===== config.mk =====
export PLATFORM = sky130hd
export DESIGN_NAME = tmr_top
export DESIGN_NICKNAME = d
export VERILOG_FILES = /design/src/rtl/tmr_pkg.sv /design/src/rtl/tmr_prescale.sv /design/src/rtl/tmr_channel.sv /design/src/rtl/tmr_top.sv
export SDC_FILE = /design/constraint.sdc
export NUM_CORES = 1
export LEC_CHECK = 0
export ABC_AREA = 1
export BUFFER_PORTS_ARGS = -buffer_cell sky130_fd_sc_hd__buf_2
export CAP_MARGIN = 40
export CORE_UTILIZATION = 65
export CTS_BUF_LIST = sky130_fd_sc_hd__clkbuf_8 sky130_fd_sc_hd__clkbuf_16
export CTS_CLUSTER_SIZE = 30
export DETAILED_ROUTE_END_ITERATION = 10
export GPL_TIMING_DRIVEN = 0
export PLACE_DENSITY = 0.86
export SKIP_CTS_REPAIR_TIMING = 1
export SYNTH_ARGS = -nofsm -noshare
export SYNTH_HDL_FRONTEND = slang
export SYNTH_SLANG_ARGS = --single-unit

===== constraint.sdc =====
create_clock -name clk -period 3.51 [get_ports clk]
set_input_delay 0.702 -clock clk [delete_from_list [all_inputs] [get_ports clk]]
set_output_delay 0.702 -clock clk [all_outputs]
set_load 0.005 [all_outputs]

===== src/rtl/tmr_pkg.sv =====
// tmr_pkg: shared constants and the control-word type for the interval timer.
// Assumes a 32-bit register data path; control field positions are fixed.
package tmr_pkg;
    localparam int DATA_W   = 32;
    localparam int PRE_W    = 8;
    localparam int RUN_BIT  = 30;
    localparam int IEN_BIT  = 29;
    localparam int MODE_MSB = 28;
    localparam int MODE_LSB = 27;

    localparam logic [1:0] MODE_RELOAD = 2'b01;

    typedef struct packed {
        logic             run;
        logic             ien;
        logic [1:0]       mode;
        logic [PRE_W-1:0] div;
    } ctrl_t;

    // Extract the live control fields from a bus word.
    function automatic ctrl_t ctrl_from_word(input logic [DATA_W-1:0] w);
        ctrl_t c;
        c.run  = w[RUN_BIT];
        c.ien  = w[IEN_BIT];
        c.mode = w[MODE_MSB:MODE_LSB];
        c.div  = w[PRE_W-1:0];
        return c;
    endfunction

    // Place the control fields back into a bus word, other bits zero.
    function automatic logic [DATA_W-1:0] ctrl_to_word(input ctrl_t c);
        logic [DATA_W-1:0] w;
        w = '0;
        w[RUN_BIT]           = c.run;
        w[IEN_BIT]           = c.ien;
        w[MODE_MSB:MODE_LSB] = c.mode;
        w[PRE_W-1:0]         = c.div;
        return w;
    endfunction
endpackage


===== src/rtl/tmr_prescale.sv =====
// tmr_prescale: divides the clock by (div + 1) into a one-cycle tick.
// Assumes div may change at any time; the phase is cleared while run is low.
module tmr_prescale #(
    parameter int PRE_W = 8
) (
    input  logic             clk,
    input  logic             rst_n,
    input  logic             run,
    input  logic [PRE_W-1:0] div,
    output logic             tick
);
    logic [PRE_W-1:0] phase_q;
    logic             wrap;

    assign wrap = (phase_q >= div);
    assign tick = run && wrap;

    // Phase counter: held at zero when stopped, wraps at the divider value.
    always_ff @(posedge clk) begin
        if (!rst_n || !run) begin
            phase_q <= '0;
        end else if (wrap) begin
            phase_q <= '0;
        end else begin
            phase_q <= phase_q + PRE_W'(1);
        end
    end
endmodule


===== src/rtl/tmr_channel.sv =====
// tmr_channel: one timer channel with control, reload value and down counter.
// Assumes the control and reload strobes are never asserted in the same cycle.
module tmr_channel
    import tmr_pkg::*;
#(
    parameter int CNT_W = 24
) (
    input  logic             clk,
    input  logic             rst_n,
    input  logic             ctrl_we,
    input  ctrl_t            ctrl_d,
    input  logic             rld_we,
    input  logic [CNT_W-1:0] rld_d,
    output ctrl_t            ctrl_q,
    output logic [CNT_W-1:0] cnt_q,
    output logic             expire
);
    logic [CNT_W-1:0] rld_q;
    logic             tick;
    logic             at_zero;
    logic             periodic;

    tmr_prescale #(.PRE_W(PRE_W)) i_pre (
        .clk  (clk),
        .rst_n(rst_n),
        .run  (ctrl_q.run),
        .div  (ctrl_q.div),
        .tick (tick)
    );

    assign at_zero  = (cnt_q == '0);
    assign periodic = (ctrl_q.mode == MODE_RELOAD);
    assign expire   = tick && at_zero;

    // Control word: bus writes win; a single-run expiry drops the run bit.
    always_ff @(posedge clk) begin
        if (!rst_n) begin
            ctrl_q <= '0;
        end else if (ctrl_we) begin
            ctrl_q <= ctrl_d;
        end else if (expire && !periodic) begin
            ctrl_q.run <= 1'b0;
        end
    end

    // Reload value register.
    always_ff @(posedge clk) begin
        if (!rst_n) begin
            rld_q <= '0;
        end else if (rld_we) begin
            rld_q <= rld_d;
        end
    end

    // Down counter: direct load while stopped, step or reload on each tick.
    always_ff @(posedge clk) begin
        if (!rst_n) begin
            cnt_q <= '0;
        end else if (rld_we && !ctrl_q.run) begin
            cnt_q <= rld_d;
        end else if (tick) begin
            if (!at_zero) begin
                cnt_q <= cnt_q - CNT_W'(1);
            end else if (periodic) begin
                cnt_q <= rld_q;
            end
        end
    end
endmodule


===== src/rtl/tmr_top.sv =====
// tmr_top: multi-channel interval timer with a shared write-one-to-clear
// status word and a combined interrupt. Assumes CNT_W <= 32 and at most
// 32 channels; reads are combinational on addr.
module tmr_top
    import tmr_pkg::*;
#(
    parameter int NUM_CH = 2,
    parameter int CNT_W  = 24,
    parameter int ADDR_W = $clog2(3 * NUM_CH + 1)
) (
    input  logic              clk,
    input  logic              rst_n,
    input  logic              wr_en,
    input  logic [ADDR_W-1:0] addr,
    input  logic [DATA_W-1:0] wdata,
    output logic [DATA_W-1:0] rdata,
    output logic              irq
);
    localparam logic [ADDR_W-1:0] STAT_ADDR = ADDR_W'(3 * NUM_CH);

    ctrl_t                        ctrl_v [NUM_CH];
    logic [NUM_CH-1:0][CNT_W-1:0] cnt_v;
    logic [NUM_CH-1:0]            expire_v;
    logic [NUM_CH-1:0]            en_v;
    logic [NUM_CH-1:0]            ie_v;
    logic [NUM_CH-1:0]            stat_q;
    logic [NUM_CH-1:0]            clr_mask;
    logic                         unused_wdata;

    assign unused_wdata = ^wdata;

    for (genvar c = 0; c < NUM_CH; c++) begin : g_ch
        logic ctrl_we;
        logic rld_we;

        assign ctrl_we = wr_en && (addr == ADDR_W'(3 * c));
        assign rld_we  = wr_en && (addr == ADDR_W'(3 * c + 1));

        tmr_channel #(.CNT_W(CNT_W)) i_ch (
            .clk    (clk),
            .rst_n  (rst_n),
            .ctrl_we(ctrl_we),
            .ctrl_d (ctrl_from_word(wdata)),
            .rld_we (rld_we),
            .rld_d  (wdata[CNT_W-1:0]),
            .ctrl_q (ctrl_v[c]),
            .cnt_q  (cnt_v[c]),
            .expire (expire_v[c])
        );

        assign en_v[c] = ctrl_v[c].run;
        assign ie_v[c] = ctrl_v[c].ien;
    end

    assign clr_mask = (wr_en && addr == STAT_ADDR) ? wdata[NUM_CH-1:0] : '0;

    // Status flags: write-one clears, a fresh expiry sets and wins.
    always_ff @(posedge clk) begin
        if (!rst_n) begin
            stat_q <= '0;
        end else begin
            stat_q <= (stat_q & ~clr_mask) | expire_v;
        end
    end

    assign irq = |(stat_q & ie_v);

    // Read mux over the channel registers and the status word.
    always_comb begin
        rdata = '0;
        for (int c = 0; c < NUM_CH; c++) begin
            if (addr == ADDR_W'(3 * c))     rdata = ctrl_to_word(ctrl_v[c]);
            if (addr == ADDR_W'(3 * c + 2)) rdata = DATA_W'(cnt_v[c]);
        end
        if (addr == STAT_ADDR) rdata = DATA_W'(stat_q);
    end
endmodule


==> out/metrics.yaml, run 1 <==
min_path:
  min_to: "g_ch[1].i_ch.rld_q[4]"
  hold_class: "reg2reg"
  holdPathStages: 2
  hp-start: "g_ch[1].i_ch.rld_q[4]"
critical_path:
  worst-setup-path-type: "in2out"
  worstPathArrival_ns: 2.32
  ff2ff_path_depth: 11
  crit_path_end_kind: "primary output"
  crit_required_ns: 2.81
  crit_fanout: 10
  rrSetupSlack_ns: 1.34
  startpoint_type: "input pin"
  rr_startpoint: "g_ch[0].i_ch.ctrl_q[5]"
  rr_endpoint: "g_ch[0].i_ch.cnt_q[12]"
cts:
  cts_tree: "yes"
  clkTransAtPathRegs_ns: 0.05
  cts_sinks: 138
  insertion_delay_ns: 0.42
  numCtsBuffers: 17
  clock_path_buffers: 2
  h-tree-depth: 4
  cts-root-buf: "clkbuf_16"
global_route:
  grt_max_degree: 17
  grt_pass1_wl_mm: 45.2
  grt.total_usage_pct: 41.2
  globalRouteOverflowTotal: 0
  antenna_found_initial: 0
  grt_pass1_vias: 8940
cells_and_area:
  fillers: 1078
  seq_area_um2: 2760
  drive_gt1_share_pct: 12.7
  final_nets: 1557
  finalNonFillerCells: 1681
  antenna_cells: 0
  syn_to_final_growth_pct: 13.3
  multi_input_area_um2: 5160
logic_synthesis:
  synth_top_area_share_pct: 31.6
  synth.most_common_cell: "nand2_1"
  yosysWarnings: 0
  ys_top_cells_by_area: "dfxtp_1 32%, nand2_1 14%, nor2_1 14%"
  syn_inst: 1414
  async_flop_share_pct: 0
  synth.top_cells.by_count: "331 x nand2_1, 315 x nor2_1, 146 x nand3_1"
  synth_seq_area_share_pct: 31.6
  synth_ff_type: "dfxtp_1"
  synth_cell_types: 42
  synth.ff_latch_count: 138
  yosysTopAreaCell: "dfxtp_1"
  synth.avg_cell_area_um2: 6.18
  netlist_area_um2: 8730
  synth_edf_count: 0
timing:
  max_freq_ghz: 0.331
  hold_violations: 0
  finalCriticalPeriod_ns: 3.02
  setup_viol: 0
  rsz0062_at_grt: "no"
  maxSlewViolCount: 0
  maxSlewHeadroom_pct: 53.3
  worst_pin_slew_ns: 0.701
  fin_crit_sh_pct: 86.0
  finalClockSkew_ns: 0.00681
  fin_setup_tns_ns: 0
floorplanning:
  die_h_um: 118
  chipWidth_um: 118
  coreArea_um2: 12900
  dieArea_um2: 13900
  ios: 71
  rows: 41
  start_util_pct: 67.8
drt:
  routed_via_density: 5.79
  drt_iter0_drc: 1284
  ant_nets: 0
  avgRoutedWirePerCell_um: 16.7
  num_vias: 9741
  wl_mm: 28.1
  drt_pass1_iterations: 6
  drc: 0
placed_design:
  gp_congestion: 0.995
  dp.cells: 1650
  place_hpwl_mm: 20.8
  port_buffers: 61
status:
  status: "finished, final reports clean"
flow_run:
  maxCapViolCount: 0
pwr:
  power_density_nw_per_um2: 601
  vdd_drop_max_uv: 515
  p_leak_nw: 4.83
[sequential cells by signal, indices dropped and copies added (netlist names)]
signal                   flops
stat_q                       2
g_ch.i_ch.ctrl_q            24
g_ch.i_ch.i_pre.phase_q     16
g_ch.i_ch.cnt_q             48
g_ch.i_ch.rld_q             48
[layer usage]
metal  vias up  track usage (%)  share of wire, %
met5         -                0                 0
met4         0             15.3               2.9
met1      4391             54.0                40
met2       573             67.4                46
met3        70             7.51                11
li1       4707                -                 -
[worst max-delay path: stages]
cell and delay, ns:
buf_2 0.11, inv_1 0.11, nor2_1 0.09, nand2_1 0.23
clkbuf_1 0.45, o221ai_1 0.27, o21ai_0 0.15, nand2_1 0.06
buf_2 0.13
[cells by family (layout without fill, tap and decap cells)]
kind of cell    Yosys count  after routing  share of synthesized area [%]
compound gates          173            173                           10.7
xor+xnor                 11             11                           1.10
fa+ha+maj                22             22                           3.15
buf+inv                 181            273                           9.37
flops                   138            138                           31.6
other cells               1              4                         0.0429
simple gates            888            888                           44.0
[metrics by stage]
stage / setup WS, ns / hold WS, ns / power [W] / util [%] / instance area [um^2]
2_1_floorplan: 1.22 / 0.425 / 0.00345 / - / 8740
3_3_place_gp: 0.597 / 0.444 / 0.00393 / 72.0 / 9270
3_5_place_dp: 0.566 / 0.454 / 0.00396 / 72.0 / 9270
4_1_cts: 0.544 / 0.466 / 0.00587 / 76.9 / 9900
5_1_grt: 0.348 / 0.496 / 0.00629 / 76.9 / 9900
6_report: 0.491 / 0.467 / 0.00595 / 76.9 / 9900
[power breakdown]
group	switching [W]	internal (W)
sequential	0.0000794	0.00165
combinational	0.00152	0.000768
clock	0.000678	0.00124
[final cells by class]
cell class / count / share of cell area, %
buffer: 63 / 3.79
multi-input combinational: 1098 / 52.2
clock buffer: 24 / 5.27
sequential: 138 / 27.9
clock inverter: 7 / 1.11
timing repair buffer: 61 / 3.08
tap: 172 / 2.17
inverter: 118 / 4.48
[layout by cell type (no fill, tap or decap), types with 4 or more instances in the layout]
cell / count
nand4_1: 20
nor2_2: 42
clkbuf_8: 7
o22ai_1: 24
inv_1: 112
o21ai_0: 86
buf_1: 6
buf_2: 72
nand3_1: 146
a21oi_1: 43
o221ai_1: 5
dfxtp_1: 138
clkinv_2: 4
xor2_1: 8
clkbuf_1: 27
nand2_1: 331
inv_2: 5
conb_1: 4
o21ai_1: 8
clkbuf_16: 17
ha_1: 22
nor2_1: 315
nand3_2: 5
buf_4: 8
nand2_2: 6
buf_6: 9
[worst max path at each step]
stage	start	end	slack, ns	depth (start not counted)
floorplan	addr[1]	rdata[14]	1.22	6
global placement	addr[1]	rdata[1]	0.60	9
detailed placement	addr[1]	rdata[1]	0.57	9
CTS	addr[1]	rdata[1]	0.54	9
global route	addr[1]	rdata[4]	0.35	9
finish	addr[1]	rdata[6]	0.49	9
Power figures use the tool's default switching activity.
==> run 2: changes to the inputs <==
--- a/config.mk
+++ b/config.mk
@@ -8,12 +8,14 @@
 export ABC_AREA = 1
 export BUFFER_PORTS_ARGS = -buffer_cell sky130_fd_sc_hd__buf_2
 export CAP_MARGIN = 40
-export CORE_UTILIZATION = 65
+export CELL_PAD_IN_SITES_DETAIL_PLACEMENT = 1
+export CELL_PAD_IN_SITES_GLOBAL_PLACEMENT = 1
+export CORE_UTILIZATION = 46
 export CTS_BUF_LIST = sky130_fd_sc_hd__clkbuf_8 sky130_fd_sc_hd__clkbuf_16
 export CTS_CLUSTER_SIZE = 30
 export DETAILED_ROUTE_END_ITERATION = 10
 export GPL_TIMING_DRIVEN = 0
-export PLACE_DENSITY = 0.86
+export PLACE_DENSITY_LB_ADDON = 0.1
 export SKIP_CTS_REPAIR_TIMING = 1
 export SYNTH_ARGS = -nofsm -noshare
 export SYNTH_HDL_FRONTEND = slang
==> run 2 against run 1 <==
First-iteration DRC count down 54%. Die area up 41%. Critical endpoint is now rdata[1]. Setup slack got worse by 0.35 ns. Global-route usage down 5.8 points. Sequential power hardly changed. Cell area rose by 0.70%.
==> out/metrics.yaml, run 2 (synthesis gave the netlist of run 1 again) <==
cts:
  insertion_delay_ns: 0.44
  cts_sinks: 138
  h-tree-depth: 4
  numCtsBuffers: 17
  cts_tree: "yes"
  cts-root-buf: "clkbuf_16"
  clock_path_buffers: 2
  clkTransAtPathRegs_ns: 0.06
critical_path:
  rr_endpoint: "g_ch[1].i_ch.cnt_q[16]"
  cp_cell_sequence: "buf_2 -> inv_1 -> nor2_1 -> nand2_1 -> clkbuf_1 -> o22ai_1 -> nor2_1 -> o221ai_1 -> buf_2"
  rr_startpoint: "g_ch[1].i_ch.cnt_q[0]"
  startpoint_type: "input pin"
  rrSetupSlack_ns: 1.35
  critPathMaxStageDelay_ns: 0.56
  cp_num_buf_inv: 4
  crit_fanout: 10
  crit_family: "buffers and inverters"
  worst-setup-path-type: "in2out"
  worstPathArrival_ns: 2.66
  crit_required_ns: 2.81
  crit_path_end_kind: "primary output"
  ff2ff_path_depth: 11
  crit_slowest_cell: "clkbuf_1"
floorplanning:
  die_h_um: 140
  start_util_pct: 46.8
  chipWidth_um: 140
  rows: 50
  dieArea_um2: 19500
  coreArea_um2: 18600
  ios: 71
cells_and_area:
  antenna_cells: 0
  layout_commonest_cell: "nand2_1"
  final_nets: 1557
  largestRegisters: "g_ch.i_ch.cnt_q: 48 flops, g_ch.i_ch.rld_q: 48 flops, g_ch.i_ch.ctrl_q: 24 flops"
  drive_gt1_share_pct: 12.7
  final_cell_mix: "331 x nand2_1, 315 x nor2_1, 146 x nand3_1, 138 x dfxtp_1, 113 x inv_1"
  syn_to_final_growth_pct: 14.1
  fillers: 2656
pwr:
  pwr-share-comb_pct: 39.2
  netSwitchingFraction_pct: 40.6
  vdd_drop_max_uv: 359
  power_density_nw_per_um2: 610
  switchingPower_w: 0.00247
  p_leak_nw: 4.81
  pwr-share-clk_pct: 32.2
  internal_power_w: 0.00361
  p_seq_share_pct: 28.6
timing:
  maxSlewViolCount: 0
  fin_crit_sh_pct: 95.9
  max_freq_ghz: 0.297
  hold_violations: 0
  worst_pin_slew_ns: 0.711
  setup_viol: 0
  final.setup.worst_slack_ns: 0.144
  rsz0062_at_grt: "no"
  fin_setup_tns_ns: 0
  maxSlewHeadroom_pct: 52.6
  finalCriticalPeriod_ns: 3.37
  finalClockSkew_ns: 0.0124
drt:
  wl_mm: 33.8
  num_vias: 9789
  drt_iter0_drc: 597
  ant_nets: 0
  avgRoutedWirePerCell_um: 19.4
  drt_pass1_iterations: 5
  routed_via_density: 5.61
  drc: 0
global_route:
  grt_pass1_wl_mm: 53.4
  grt_pass1_vias: 9940
  globalRouteOverflowTotal: 0
  grt_max_degree: 17
  antenna_found_initial: 0
  grt.total_usage_pct: 35.5
min_path:
  min_to: "g_ch[1].i_ch.i_pre.phase_q[0]"
  holdPathStages: 1
  hold_class: "reg2reg"
  hp-start: "g_ch[1].i_ch.i_pre.phase_q[0]"
placed_design:
  port_buffers: 61
  place_hpwl_mm: 25.7
  gp_congestion: 0.953
  post-place-ws_ns: 0.393
status:
  status: "finished, final reports clean"
flow_run:
  maxCapViolCount: 0
==> run 2: layout make-up <==
class | count | area [um^2] | area share [%]
sequential | 138 | 2760 | 27.7
tap | 234 | 293 | 2.94
inverter | 118 | 443 | 4.44
buffer | 63 | 375 | 3.77
timing repair buffer | 61 | 305 | 3.06
clock buffer | 17 | 425 | 4.27
clock inverter | 15 | 198 | 1.98
multi-input combinational | 1098 | 5160 | 51.8
==> run 2: worst max-delay path by stage <==
stage	from	end	depth (start not counted)
2_1_floorplan	addr[1]	rdata[14]	6
3_3_place_gp	addr[1]	rdata[1]	9
3_5_place_dp	addr[1]	rdata[6]	9
4_1_cts	addr[1]	rdata[1]	9
5_1_grt	addr[1]	rdata[1]	9
6_report	addr[1]	rdata[1]	9
==> run 2: power by group through the flow <==
| stage | Clock, W | Combinational [W] | Sequential (W) |
|---|---|---|---|
| after global routing | 0.00202 | 0.00267 | 0.00175 |
| final | 0.00196 | 0.00238 | 0.00174 |
| after CTS | 0.00197 | 0.00236 | 0.00174 |
| after detailed placement | 0 | 0.00231 | 0.00177 |
| after floorplan | 0 | 0.00171 | 0.00174 |
| after global placement | 0 | 0.00224 | 0.00177 |
==> run 2: layer usage <==
metal	global-route usage, %	routed length [um]
met1	44.6	14700
met2	60.7	16300
met3	5.16	1750
met4	14.5	1120
met5	0	0
==> run 2: metrics by stage <==
stage | total power (W) | util (%) | hold slack, ns | instances | cell area [um^2]
finish | 0.00608 | 53.5 | 0.466 | 1744 | 9970
global placement | 0.00400 | 50.1 | 0.443 | 1712 | 9340
detailed placement | 0.00408 | 50.1 | 0.460 | 1712 | 9340
floorplan | 0.00345 | - | 0.425 | 1417 | 8740
CTS | 0.00606 | 53.5 | 0.471 | 1744 | 9970
global route | 0.00644 | 53.5 | 0.494 | 1744 | 9970
==> run 3: changes to the inputs <==
--- a/config.mk
+++ b/config.mk
@@ -5,12 +5,11 @@
 export SDC_FILE = /design/constraint.sdc
 export NUM_CORES = 1
 export LEC_CHECK = 0
-export ABC_AREA = 1
 export BUFFER_PORTS_ARGS = -buffer_cell sky130_fd_sc_hd__buf_2
 export CAP_MARGIN = 40
 export CELL_PAD_IN_SITES_DETAIL_PLACEMENT = 1
 export CELL_PAD_IN_SITES_GLOBAL_PLACEMENT = 1
-export CORE_UTILIZATION = 46
+export CORE_UTILIZATION = 47
 export CTS_BUF_LIST = sky130_fd_sc_hd__clkbuf_8 sky130_fd_sc_hd__clkbuf_16
 export CTS_CLUSTER_SIZE = 30
 export DETAILED_ROUTE_END_ITERATION = 10
==> run 3 against run 2 <==
Combinational power shrank 56%. Clock power grew 9%. Global-route usage grew 0.53 points. Cell area shrank 11%. Setup slack gained 0.082 ns. Core utilization grew 3.8 points. Critical path depth shrank 1. Via count shrank 17%. Total power shrank 20%. Non-clock buffer count grew 7. First-iteration DRC count grew 17%. Sequential power shrank 3%.
==> out/metrics.yaml, run 3 <==
critical_path:
  ff2ff_path_depth: 8
  worstPathArrival_ns: 3.60
  rr_startpoint: "g_ch[1].i_ch.i_pre.phase_q[0]"
  crit_required_ns: 3.83
  cp_cell_sequence: "inv_1 -> ha_1 -> nand2b_1 -> a2111o_1 -> a32oi_1 -> o21ai_1 -> clkbuf_1 -> a311oi_1"
  crit_fanout: 10
  crit_path_end_kind: "register"
  crit_slowest_cell: "a32oi_1"
  startpoint_type: "register"
  rrSetupSlack_ns: 0.23
  rr_endpoint: "g_ch[1].i_ch.cnt_q[12]"
  worst-setup-path-type: "reg2reg"
  critPathMaxStageDelay_ns: 0.75
logic_synthesis:
  yosysTopAreaCell: "dfxtp_1"
  synth_top_area_share_pct: 36.6
  synth_edf_count: 0
  synth.most_common_cell: "nand2_1"
  netlist_area_um2: 7560
  synth_seq_area_share_pct: 36.6
  synth.avg_cell_area_um2: 7.48
  synth_cell_types: 65
  synth.ff_latch_count: 138
  async_flop_share_pct: 0
  syn_inst: 1010
  synth_ff_type: "dfxtp_1"
  ys_top_cells_by_area: "dfxtp_1 37%, nand2_1 11%, a21oi_1 6.5%"
  yosysWarnings: 0
  synth.top_cells.by_count: "227 x nand2_1, 138 x dfxtp_1, 98 x a21oi_1"
floorplanning:
  coreArea_um2: 15400
  dieArea_um2: 16600
  ios: 71
  start_util_pct: 49.0
  rows: 45
  chipWidth_um: 129
  die_h_um: 129
timing:
  max_freq_ghz: 0.305
  worst_pin_slew_ns: 0.883
  finalCriticalPeriod_ns: 3.28
  hold_violations: 0
  setup_viol: 0
  rsz0062_at_grt: "no"
  maxSlewViolCount: 0
  fin_crit_sh_pct: 93.6
  maxSlewHeadroom_pct: 41.2
  finalClockSkew_ns: 0.00841
  fin_setup_tns_ns: 0
pwr:
  power_density_nw_per_um2: 553
  netSwitchingFraction_pct: 30.1
  switchingPower_w: 0.00147
  p_leak_nw: 3.38
  pwr-share-comb_pct: 21.5
  p_seq_share_pct: 34.6
  internal_power_w: 0.00342
  pwr-share-clk_pct: 43.9
  vdd_drop_max_uv: 388
cells_and_area:
  final_nets: 1154
  largestRegisters: "g_ch.i_ch.cnt_q: 48 flops, g_ch.i_ch.rld_q: 48 flops, g_ch.i_ch.ctrl_q: 24 flops"
  layout_commonest_cell: "nand2_1"
  final_cell_mix: "227 x nand2_1, 138 x dfxtp_1, 98 x a21oi_1, 68 x nor2_1"
  antenna_cells: 0
  finalNonFillerCells: 1317
  drive_gt1_share_pct: 10.5
  syn_to_final_growth_pct: 16.8
cts:
  clock_path_buffers: 2
  cts_sinks: 138
  cts_tree: "yes"
  insertion_delay_ns: 0.43
  cts-root-buf: "clkbuf_16"
  clkTransAtPathRegs_ns: 0.06
  h-tree-depth: 4
  numCtsBuffers: 17
drt:
  drc: 0
  drt_pass1_iterations: 5
  drt_iter0_drc: 700
  ant_nets: 0
  routed_via_density: 6.14
  avgRoutedWirePerCell_um: 22.2
  wl_mm: 29.2
  num_vias: 8081
min_path:
  hp-start: "g_ch[0].i_ch.rld_q[7]"
  min_to: "g_ch[0].i_ch.rld_q[7]"
  hold_class: "reg2reg"
  holdPathStages: 2
placed_design:
  gp_congestion: 0.936
  port_buffers: 61
  dp.cells: 1286
  place_hpwl_mm: 20.4
global_route:
  grt_max_degree: 17
  grt.total_usage_pct: 36.0
  grt_pass1_vias: 8226
  grt_pass1_wl_mm: 45.1
  globalRouteOverflowTotal: 0
  antenna_found_initial: 0
flow_run:
  maxCapViolCount: 0
status:
  status: "finished, final reports clean"
==> run 3: power groups by stage <==
stage,logic [W],clock network (W),registers (W)
finish,0.00105,0.00214,0.00169
global route,0.00114,0.00221,0.00170
CTS,0.00103,0.00215,0.00169
detailed placement,0.00100,0,0.00172
global placement,0.000975,0,0.00172
floorplan,0.000721,0,0.00169
==> run 3: cells by family after synthesis <==
group                      Yosys count  synth area share [%]
xor gates and xnor gates            47                  5.45
adders and majority gates           22                  3.64
buffers and inverters               94                  5.25
and+or+nand+nor                    406                  24.0
other                                1                0.0496
muxes                                7                 0.977
DFF                                138                  36.6
AOI/OAI and AO/OA                  295                  24.1
==> run 3: how the worst max path moves through the flow <==
stage	endpoint	cells after the start	slack (ns)	start
2_1_floorplan	rdata[14]	6	0.98	addr[0]
6_report	g_ch[1].i_ch.cnt_q[12]	8	0.23	g_ch[1].i_ch.i_pre.phase_q[0]
3_3_place_gp	g_ch[1].i_ch.cnt_q[3]	9	0.19	addr[0]
3_5_place_dp	g_ch[1].i_ch.cnt_q[3]	9	0.09	addr[0]
5_1_grt	g_ch[1].i_ch.cnt_q[9]	9	0.05	g_ch[1].i_ch.i_pre.phase_q[0]
4_1_cts	g_ch[1].i_ch.cnt_q[12]	8	0.25	g_ch[1].i_ch.i_pre.phase_q[0]
==> run 3: critical path, delay by kind of cell, from the launching register on <==
kind | cells | cell delay, ns
adder cells (fa/ha/maj) | 1 | 0.26
AND/OR/NAND/NOR | 1 | 0.15
flip-flops | 1 | 0.43
AO/OA/AOI/OAI | 4 | 1.90
buffers and inverters | 2 | 0.43
==> run 3: metal layers <==
layer | GRT usage [%] | part of all wire (%) | vias to the layer above | routed length, um
li1 | - | - | 3722 | -
met1 | 46.8 | 42 | 3963 | 12300
met2 | 60.0 | 48 | 328 | 14000
met3 | 5.65 | 7.3 | 68 | 2140
met4 | 13.8 | 2.6 | 0 | 765
met5 | 0 | 0 | - | 0
==> run 3: area by class of cell <==
type                       instances  area, um^2
buffer                            69         303
clock buffer                      18         439
clock inverter                    13         248
fill                            2026        6600
inverter                          25        93.8
multi-input combinational        781        4410
sequential                       138        2760
tap                              211         264
timing repair buffer              62         310
==> run 3: per-stage QoR <==
step	hold WS (ns)	setup WS (ns)	util (%)	instance area (um^2)	power [W]
floorplan	0.433	0.982	-	7570	0.00241
global placement	0.442	0.194	52.7	8140	0.00269
detailed placement	0.446	0.0884	52.8	8140	0.00272
CTS	0.453	0.252	57.2	8830	0.00487
global route	0.464	0.0499	57.2	8830	0.00504
finish	0.456	0.226	57.2	8830	0.00489
